## src/rtl/lp_pkg.sv

```systemverilog
package lp_pkg;

  localparam int XLEN = 64;

  // fixed opcode pattern in bits [29:22]
  localparam logic [7:0] OP_PATTERN = 8'b1010_0001;

  // destination-overlap policies
  localparam logic [1:0] OVL_ZERO  = 2'd0;
  localparam logic [1:0] OVL_UNDEF = 2'd1;
  localparam logic [1:0] OVL_NOP   = 2'd2;

  typedef enum logic [1:0] {
    EXC_NOMATCH = 2'd0,
    EXC_UNDEF   = 2'd1,
    EXC_ALIGN   = 2'd2,
    EXC_ABORT   = 2'd3
  } exc_e;

  typedef enum logic [2:0] {
    ST_IDLE,
    ST_REQ0,
    ST_WAIT0,
    ST_REQ1,
    ST_WAIT1
  } st_e;

  typedef struct packed {
    logic       match;
    logic       undef;
    logic       dbl;
    logic [6:0] imm7;
    logic [4:0] rt2;
    logic [4:0] rn;
    logic [4:0] rt;
  } dec_t;

endpackage

```

## src/rtl/lp_decode.sv

```systemverilog
module lp_decode
  import lp_pkg::*;
(
  input  logic [31:0] insn,
  output dec_t        dec
);

  always_comb begin
    dec.match = (insn[29:22] == OP_PATTERN);
    dec.undef = insn[30];
    dec.dbl   = insn[31];
    dec.imm7  = insn[21:15];
    dec.rt2   = insn[14:10];
    dec.rn    = insn[9:5];
    dec.rt    = insn[4:0];
  end

endmodule

```

## src/rtl/lp_agen.sv

```systemverilog
module lp_agen #(
  parameter int AW = 64
) (
  input  logic [AW-1:0] gpr_base,
  input  logic [AW-1:0] sp_base,
  input  logic [4:0]    rn,
  input  logic [6:0]    imm7,
  input  logic          dbl,
  output logic [AW-1:0] ea,
  output logic          sp_misalign
);

  localparam logic [4:0] SP_INDEX   = 5'd31;
  localparam int         ALIGN_BITS = 4;

  logic [AW-1:0] base;
  logic [AW-1:0] off_ext;
  logic [AW-1:0] off;
  logic          use_sp;

  always_comb begin
    use_sp      = (rn == SP_INDEX);
    base        = use_sp ? sp_base : gpr_base;
    off_ext     = {{(AW-7){imm7[6]}}, imm7};
    off         = dbl ? (off_ext << 3) : (off_ext << 2);
    ea          = base + off;
    sp_misalign = use_sp && (|sp_base[ALIGN_BITS-1:0]);
  end

endmodule

```

## src/rtl/lp_merge.sv

```systemverilog
module lp_merge #(
  parameter int EW = 64
) (
  input  logic [2*EW-1:0] rsp,
  input  logic            dbl,
  input  logic            swap,
  output logic [EW-1:0]   elem_a,
  output logic [EW-1:0]   elem_b
);

  localparam int HW = EW / 2;

  logic [EW-1:0] lo;
  logic [EW-1:0] hi;

  always_comb begin
    lo     = dbl ? rsp[EW-1:0]      : {{HW{1'b0}}, rsp[HW-1:0]};
    hi     = dbl ? rsp[2*EW-1:EW]   : {{HW{1'b0}}, rsp[EW-1:HW]};
    elem_a = swap ? hi : lo;
    elem_b = swap ? lo : hi;
  end

endmodule

```

## src/rtl/lp_pair_unit.sv

```systemverilog
module lp_pair_unit
  import lp_pkg::*;
#(
  parameter int         AW   = 64,
  parameter bit         WIDE = 1'b1,
  parameter logic [1:0] OVL  = OVL_ZERO
) (
  input  logic            clk,
  input  logic            rst_n,
  input  logic            in_valid,
  output logic            in_ready,
  input  logic [31:0]     in_insn,
  input  logic            big_endian,
  output logic [4:0]      rf_rd_idx,
  input  logic [XLEN-1:0] rf_rd_data,
  input  logic [AW-1:0]   sp_value,
  output logic            mem_req_valid,
  input  logic            mem_req_ready,
  output logic [AW-1:0]   mem_req_addr,
  output logic [2:0]      mem_req_size,
  output logic            mem_req_nt,
  input  logic            mem_rsp_valid,
  input  logic [2*XLEN-1:0] mem_rsp_data,
  input  logic            mem_rsp_err,
  output logic            wr0_en,
  output logic [4:0]      wr0_idx,
  output logic [XLEN-1:0] wr0_data,
  output logic            wr1_en,
  output logic [4:0]      wr1_idx,
  output logic [XLEN-1:0] wr1_data,
  output logic            exc_valid,
  output logic [1:0]      exc_code
);

  localparam int EW = XLEN;

  dec_t          dec;
  logic [AW-1:0] ea;
  logic          misalign;
  logic [EW-1:0] elem_a, elem_b;
  logic          same_dst;

  st_e           state_q, state_d;
  logic [AW-1:0] ea_q;
  logic          dbl_q, zero_q;
  logic [4:0]    rt_q, rt2_q;
  logic [EW-1:0] first_q, d0_q, d1_q;
  logic          wr_q, exc_q;
  exc_e          code_q;

  logic          ld_en, first_en, commit, exc_d;
  exc_e          code_d;
  logic [EW-1:0] data0_d, data1_d;
  logic [AW-1:0] step;

  lp_decode u_dec (.insn(in_insn), .dec(dec));

  lp_agen #(.AW(AW)) u_agen (
    .gpr_base   (rf_rd_data[AW-1:0]),
    .sp_base    (sp_value),
    .rn         (dec.rn),
    .imm7       (dec.imm7),
    .dbl        (dec.dbl),
    .ea         (ea),
    .sp_misalign(misalign)
  );

  lp_merge #(.EW(EW)) u_merge (
    .rsp   (mem_rsp_data),
    .dbl   (dbl_q),
    .swap  (big_endian && WIDE),
    .elem_a(elem_a),
    .elem_b(elem_b)
  );

  assign same_dst  = (dec.rt == dec.rt2);
  assign in_ready  = (state_q == ST_IDLE);
  assign rf_rd_idx = dec.rn;

  // next-state logic
  always_comb begin
    state_d  = state_q;
    ld_en    = 1'b0;
    first_en = 1'b0;
    commit   = 1'b0;
    exc_d    = 1'b0;
    code_d   = EXC_NOMATCH;
    data0_d  = '0;
    data1_d  = '0;
    unique case (state_q)
      ST_IDLE: begin
        if (in_valid) begin
          if (!dec.match) begin
            exc_d = 1'b1;
          end else if (dec.undef) begin
            exc_d  = 1'b1;
            code_d = EXC_UNDEF;
          end else if (same_dst && OVL == OVL_UNDEF) begin
            exc_d  = 1'b1;
            code_d = EXC_UNDEF;
          end else if (same_dst && OVL == OVL_NOP) begin
            exc_d = 1'b0;
          end else if (misalign) begin
            exc_d  = 1'b1;
            code_d = EXC_ALIGN;
          end else begin
            ld_en   = 1'b1;
            state_d = ST_REQ0;
          end
        end
      end
      ST_REQ0: if (mem_req_ready) state_d = ST_WAIT0;
      ST_WAIT0: begin
        if (mem_rsp_valid) begin
          state_d = ST_IDLE;
          if (mem_rsp_err) begin
            exc_d  = 1'b1;
            code_d = EXC_ABORT;
          end else if (WIDE) begin
            commit  = 1'b1;
            data0_d = elem_a;
            data1_d = elem_b;
          end else begin
            first_en = 1'b1;
            state_d  = ST_REQ1;
          end
        end
      end
      ST_REQ1: if (mem_req_ready) state_d = ST_WAIT1;
      ST_WAIT1: begin
        if (mem_rsp_valid) begin
          state_d = ST_IDLE;
          if (mem_rsp_err) begin
            exc_d  = 1'b1;
            code_d = EXC_ABORT;
          end else begin
            commit  = 1'b1;
            data0_d = first_q;
            data1_d = elem_a;
          end
        end
      end
      default: state_d = ST_IDLE;
    endcase
    if (zero_q) begin
      data0_d = '0;
      data1_d = '0;
    end
  end

  // registers
  always_ff @(posedge clk or negedge rst_n) begin
    if (!rst_n) begin
      state_q <= ST_IDLE;
      ea_q    <= '0;
      dbl_q   <= 1'b0;
      zero_q  <= 1'b0;
      rt_q    <= '0;
      rt2_q   <= '0;
      first_q <= '0;
      d0_q    <= '0;
      d1_q    <= '0;
      wr_q    <= 1'b0;
      exc_q   <= 1'b0;
      code_q  <= EXC_NOMATCH;
    end else begin
      state_q <= state_d;
      wr_q    <= commit;
      exc_q   <= exc_d;
      if (exc_d) code_q <= code_d;
      if (ld_en) begin
        ea_q   <= ea;
        dbl_q  <= dec.dbl;
        zero_q <= same_dst;
        rt_q   <= dec.rt;
        rt2_q  <= dec.rt2;
      end
      if (first_en) first_q <= elem_a;
      if (commit) begin
        d0_q <= data0_d;
        d1_q <= data1_d;
      end
    end
  end

  assign step          = dbl_q ? AW'(8) : AW'(4);
  assign mem_req_valid = (state_q == ST_REQ0) || (state_q == ST_REQ1);
  assign mem_req_addr  = (state_q == ST_REQ1) ? (ea_q + step) : ea_q;
  assign mem_req_size  = WIDE ? (dbl_q ? 3'd4 : 3'd3) : (dbl_q ? 3'd3 : 3'd2);
  assign mem_req_nt    = 1'b1;

  assign wr0_en    = wr_q;
  assign wr1_en    = wr_q;
  assign wr0_idx   = rt_q;
  assign wr1_idx   = rt2_q;
  assign wr0_data  = d0_q;
  assign wr1_data  = d1_q;
  assign exc_valid = exc_q;
  assign exc_code  = code_q;

  // assertions
  p_nomatch_r1: assert property (@(posedge clk) disable iff (!rst_n)
    in_valid && in_ready && (in_insn[29:22] != 8'b1010_0001)
    |=> exc_valid && exc_code == 2'd0 && !mem_req_valid && !wr0_en);

  p_undef_r2: assert property (@(posedge clk) disable iff (!rst_n)
    in_valid && in_ready && (in_insn[29:22] == 8'b1010_0001) && in_insn[30]
    |=> exc_valid && exc_code == 2'd1 && !mem_req_valid && !wr0_en);

  p_align_r5: assert property (@(posedge clk) disable iff (!rst_n)
    in_valid && in_ready && (in_insn[29:22] == 8'b1010_0001) && !in_insn[30] &&
    (in_insn[9:5] == 5'd31) && (sp_value[3:0] != 4'd0) &&
    ((in_insn[4:0] != in_insn[14:10]) || OVL == 2'd0)
    |=> exc_valid && exc_code == 2'd2 && !mem_req_valid);

  p_nop_r6: assert property (@(posedge clk) disable iff (!rst_n)
    (OVL == 2'd2) && in_valid && in_ready && (in_insn[29:22] == 8'b1010_0001) &&
    !in_insn[30] && (in_insn[4:0] == in_insn[14:10])
    |=> !exc_valid && !mem_req_valid && !wr0_en);

  p_hold_r9: assert property (@(posedge clk) disable iff (!rst_n)
    mem_req_valid && !mem_req_ready |=> mem_req_valid && $stable(mem_req_addr));

  p_pair_r11: assert property (@(posedge clk) disable iff (!rst_n)
    wr0_en == wr1_en);

  p_commit_r11: assert property (@(posedge clk) disable iff (!rst_n)
    wr0_en |-> $past(mem_rsp_valid && !mem_rsp_err));

  p_abort_r12: assert property (@(posedge clk) disable iff (!rst_n)
    mem_rsp_valid && mem_rsp_err && (state_q == ST_WAIT0 || state_q == ST_WAIT1)
    |=> exc_valid && exc_code == 2'd3 && !wr0_en && !mem_req_valid);

endmodule

```

## config.mk

```make
export PLATFORM = sky130hd
export DESIGN_NAME = lp_pair_unit
export DESIGN_NICKNAME = d
export VERILOG_FILES = /design/src/rtl/lp_pkg.sv /design/src/rtl/lp_decode.sv /design/src/rtl/lp_agen.sv /design/src/rtl/lp_merge.sv /design/src/rtl/lp_pair_unit.sv
export SDC_FILE = /design/constraint.sdc
export NUM_CORES = 1
export LEC_CHECK = 0
export ABC_CLOCK_PERIOD_IN_PS = 6200
export BUFFER_PORTS_ARGS = -buffer_cell sky130_fd_sc_hd__buf_2
export CORE_MARGIN = 2
export CORE_UTILIZATION = 30
export CTS_BUF_LIST = sky130_fd_sc_hd__clkbuf_8 sky130_fd_sc_hd__clkbuf_16
export CTS_CLUSTER_DIAMETER = 40
export DETAILED_ROUTE_END_ITERATION = 7
export HOLD_SLACK_MARGIN = 0.12
export PLACE_DENSITY = 0.6
export SETUP_SLACK_MARGIN = 0.1
export SLEW_MARGIN = 20
export SYNTH_ARGS = -nofsm -noshare
export SYNTH_HDL_FRONTEND = slang
export SYNTH_SLANG_ARGS = --single-unit
```

## constraint.sdc

```tcl
create_clock -name clk -period 6.2 [get_ports clk]
set_input_delay 1.55 -clock clk [delete_from_list [all_inputs] [get_ports clk]]
set_output_delay 1.55 -clock clk [all_outputs]
set_load 0.005 [all_outputs]
```

==> metrics.txt <==
average cell area after synthesis=7.869 sq um; core area=0.05266 sq mm; area leader, netlist=dfrtp_1; Die H=235.2 microns; Port Buffers=511; CP arrival=roughly 4.3 ns; die area=0.05530 sq mm; CTS Root Cell=clkbuf_16; Via Count=17020; Detail Route Antenna Nets=0; crit path time final=just under 6 ns; number of global-route vias before repair=16700; result of the run=complete, no violations; Largest stage delay, worst path=between 0.4 and 0.5 ns; largest net degree at the start of global routing=121; maximum vdd drop=0.0001620 V; clock buffer depth=3; worst-path fanout max=8; Final Max Slew Viols=0; final wirelength=64650 microns; Hold Crit Depth=2; Clock Latency Late Sink=0.58 ns; Max-Cap Viols=0; r2r worst-path depth=6; Syn Std Cell Area=0.01603 sq mm; final period utilization=roughly 94%; RSZ-0062 raised after global routing=false; P_leak=about 0.011 uW; Post-Syn Instances=2037; Worst Tran Pin Value=between 0.9 and 1 ns; Area contributors post-synth=dfrtp_1 33%, nand2_1 11%, mux2i_1 6.1%, o21ai_0 5.9%, ha_1 5.4%; first-pass GRT wire length=99220 microns; CP endpoint kind=output pin; CTS tree=yes; WS Path Type=reg -> out; top-area cell type share of the netlist area=32.94%; final setup fails=0; final hold vios=0; PD cells=239.8 mW/mm^2; clock-pin slew on the worst setup and hold paths=0.05 ns; Total GRT Usage=22.62%; initial core utilization=30.44%; sequential share of the synthesized area=32.94%; I/O Pins=513; top cells by count, synth=455 x nand2_1, 211 x dfrtp_1, 188 x o21ai_0; Post-synth EDFFs=0; DRC Markers=0; drt first pass iters=7; total CTS buffers=44; total power=about 5000 uW; grt total ovfl=0; Clock Sink Count=211; share of cells above drive strength 1=25.93%; top achievable clock speed=approximately 170 MHz; antenna violations before repair=6; dpl hpwl=approximately 50000 microns; H-tree levels=2; Post-layout nets=2836; Levels on crit path=13; Most used DFF post-synth=dfrtp_1; Routed wire per std cell=20.25 microns; Slew headroom=roughly a third; worst hold path type=reg -> reg; Site Rows=84; Filler Cell Count=5501; most frequent CP cell=inv_1; FF+latch count, synth=211; CP top delay family=simple AND/OR/NAND/NOR gates; via density per instance=~5.3; P&R area growth vs syn=28.93%; CP required=4.65 ns; CP startpoint kind=flop; hold_buf cts=0; Critical Path, Cell by Cell=inv_1 -> ha_1 -> inv_1 -> fa_1 -> nor3b_2 -> and3_2 -> nand3_2 -> nand2b_1 -> nor4_4 -> buf_4 -> nand3_1 -> xnor2_1 -> buf_2; setup TNS=0 ns; initial drt markers=about 1200; Slowest cell on crit path=dfrtp_2; most frequent cell after synthesis=nand2_1; Die Wd=235.2 microns; RePlAce Congestion=roughly 0.93; Layout Skew=~0.032 ns; worst path bufs/invs=4; Yosys warnings=0; Synthesized Nets=around 2400; post-synth cell types=between 70 and 80; Async SR Flop Fraction=100.0%
registers in the layout, summed over array words and instances, names as in the netlist:
signal and count:
ea_q 64, wr0_data 64, wr1_data 64, wr0_idx 5, wr1_idx 5, state_q 3
exc_code 2, dbl_q 1, exc_valid 1, wr0_en 1, zero_q 1
cell families (layout without fill, tap and decap cells):
kind of cell | after synthesis | count (layout) | share of synthesized area (%)
compound gates | 553 | 553 | 22.20
xor+xnor | 114 | 114 | 6.229
fa+ha+maj | 71 | 71 | 5.636
buf+inv | 183 | 649 | 4.644
flops | 211 | 211 | 32.94
mux | 107 | 107 | 6.752
other cells | 1 | 3 | 0.02339
simple gates | 797 | 797 | 21.58
per-layer routing:
metal / global-route usage [%] / vias to the layer above / wire [microns]
met5: 0 / - / 29
met2: 37.87 / 743 / 30360
met1: 29.91 / 8124 / 28050
li1: - / 8061 / -
met4: 5.984 / 4 / 1399
met3: 4.174 / 88 / 4807
tightest hold or removal path: cells and delay by family, from the launching register on:
family / cells / cell delay, ns
flops: 1 / 0.33
simple gates: 2 / 0.10
repair_timing:
| item | in CTS | in global routing |
|---|---|---|
| pin swaps | 0 | 1 |
| gates resized for setup | 1 | 2 |
| endpoints found under the setup margin | 3 | 6 |
| buffers inserted | 0 | 1 |
final timing paths:
check                                 from                to  slack, ns
worst max-delay path                 dbl_q  mem_req_addr[60]       0.38
max in group asynchronous            rst_n             dbl_q       3.91
worst max register to register  state_q[0]          ea_q[55]       3.09
worst min register to register  wr0_idx[0]        wr0_idx[0]       0.47
worst min-delay path            wr0_idx[0]        wr0_idx[0]       0.47
min in group asynchronous            rst_n      wr1_data[31]       0.99
layout by cell type (no fill, tap or decap), types with 15 or more instances in the layout:
cell type	count
buf_2	509
nand2_1	453
dfrtp_1	209
o21ai_0	188
nor2_1	156
a21oi_1	116
mux2i_1	98
ha_1	69
xnor2_1	68
a22o_1	64
xor2_1	46
clkbuf_16	45
nand3_1	41
inv_1	40
a211oi_1	37
a22oi_1	32
a21o_1	30
nand4_1	27
nor3_1	23
buf_4	19
and3_1	15
per-stage QoR:
stage	hold WS (ns)	setup WS (ns)	cells	utilization (%)	cell area (sq um)
after floorplan	0.4485	1.254	2037	-	16030
after global placement	0.4572	0.7687	3111	36.22	19070
after detailed placement	0.4620	0.6759	3111	36.22	19070
after CTS	0.4740	0.2515	3190	39.20	20640
after global routing	0.4918	0.1342	3191	39.24	20660
final	0.4655	0.3777	3193	39.25	20670
layout make-up:
| cell class | count | area (sq um) | area share, % |
|---|---|---|---|
| multi-input combinational | 1643 | 10050 | 48.65 |
| sequential | 211 | 5283 | 25.56 |
| timing repair buffer | 532 | 2756 | 13.34 |
| clock buffer | 49 | 1181 | 5.715 |
| tap | 688 | 860.8 | 4.165 |
| clock inverter | 30 | 384.1 | 1.859 |
| inverter | 38 | 142.6 | 0.6902 |
| antenna | 2 | 5.005 | 0.02422 |
report_power, final:
| part | internal, uW | switching (uW) | total (uW) |
|---|---|---|---|
| Sequential | 1440 | 46.9 | 1490 |
| Clock | 1630 | 861 | 2500 |
| Combinational | 385 | 583 | 969 |
| Total | 3460 | 1490 | 4960 |
No activity file was read; power rests on OpenSTA's default activity.
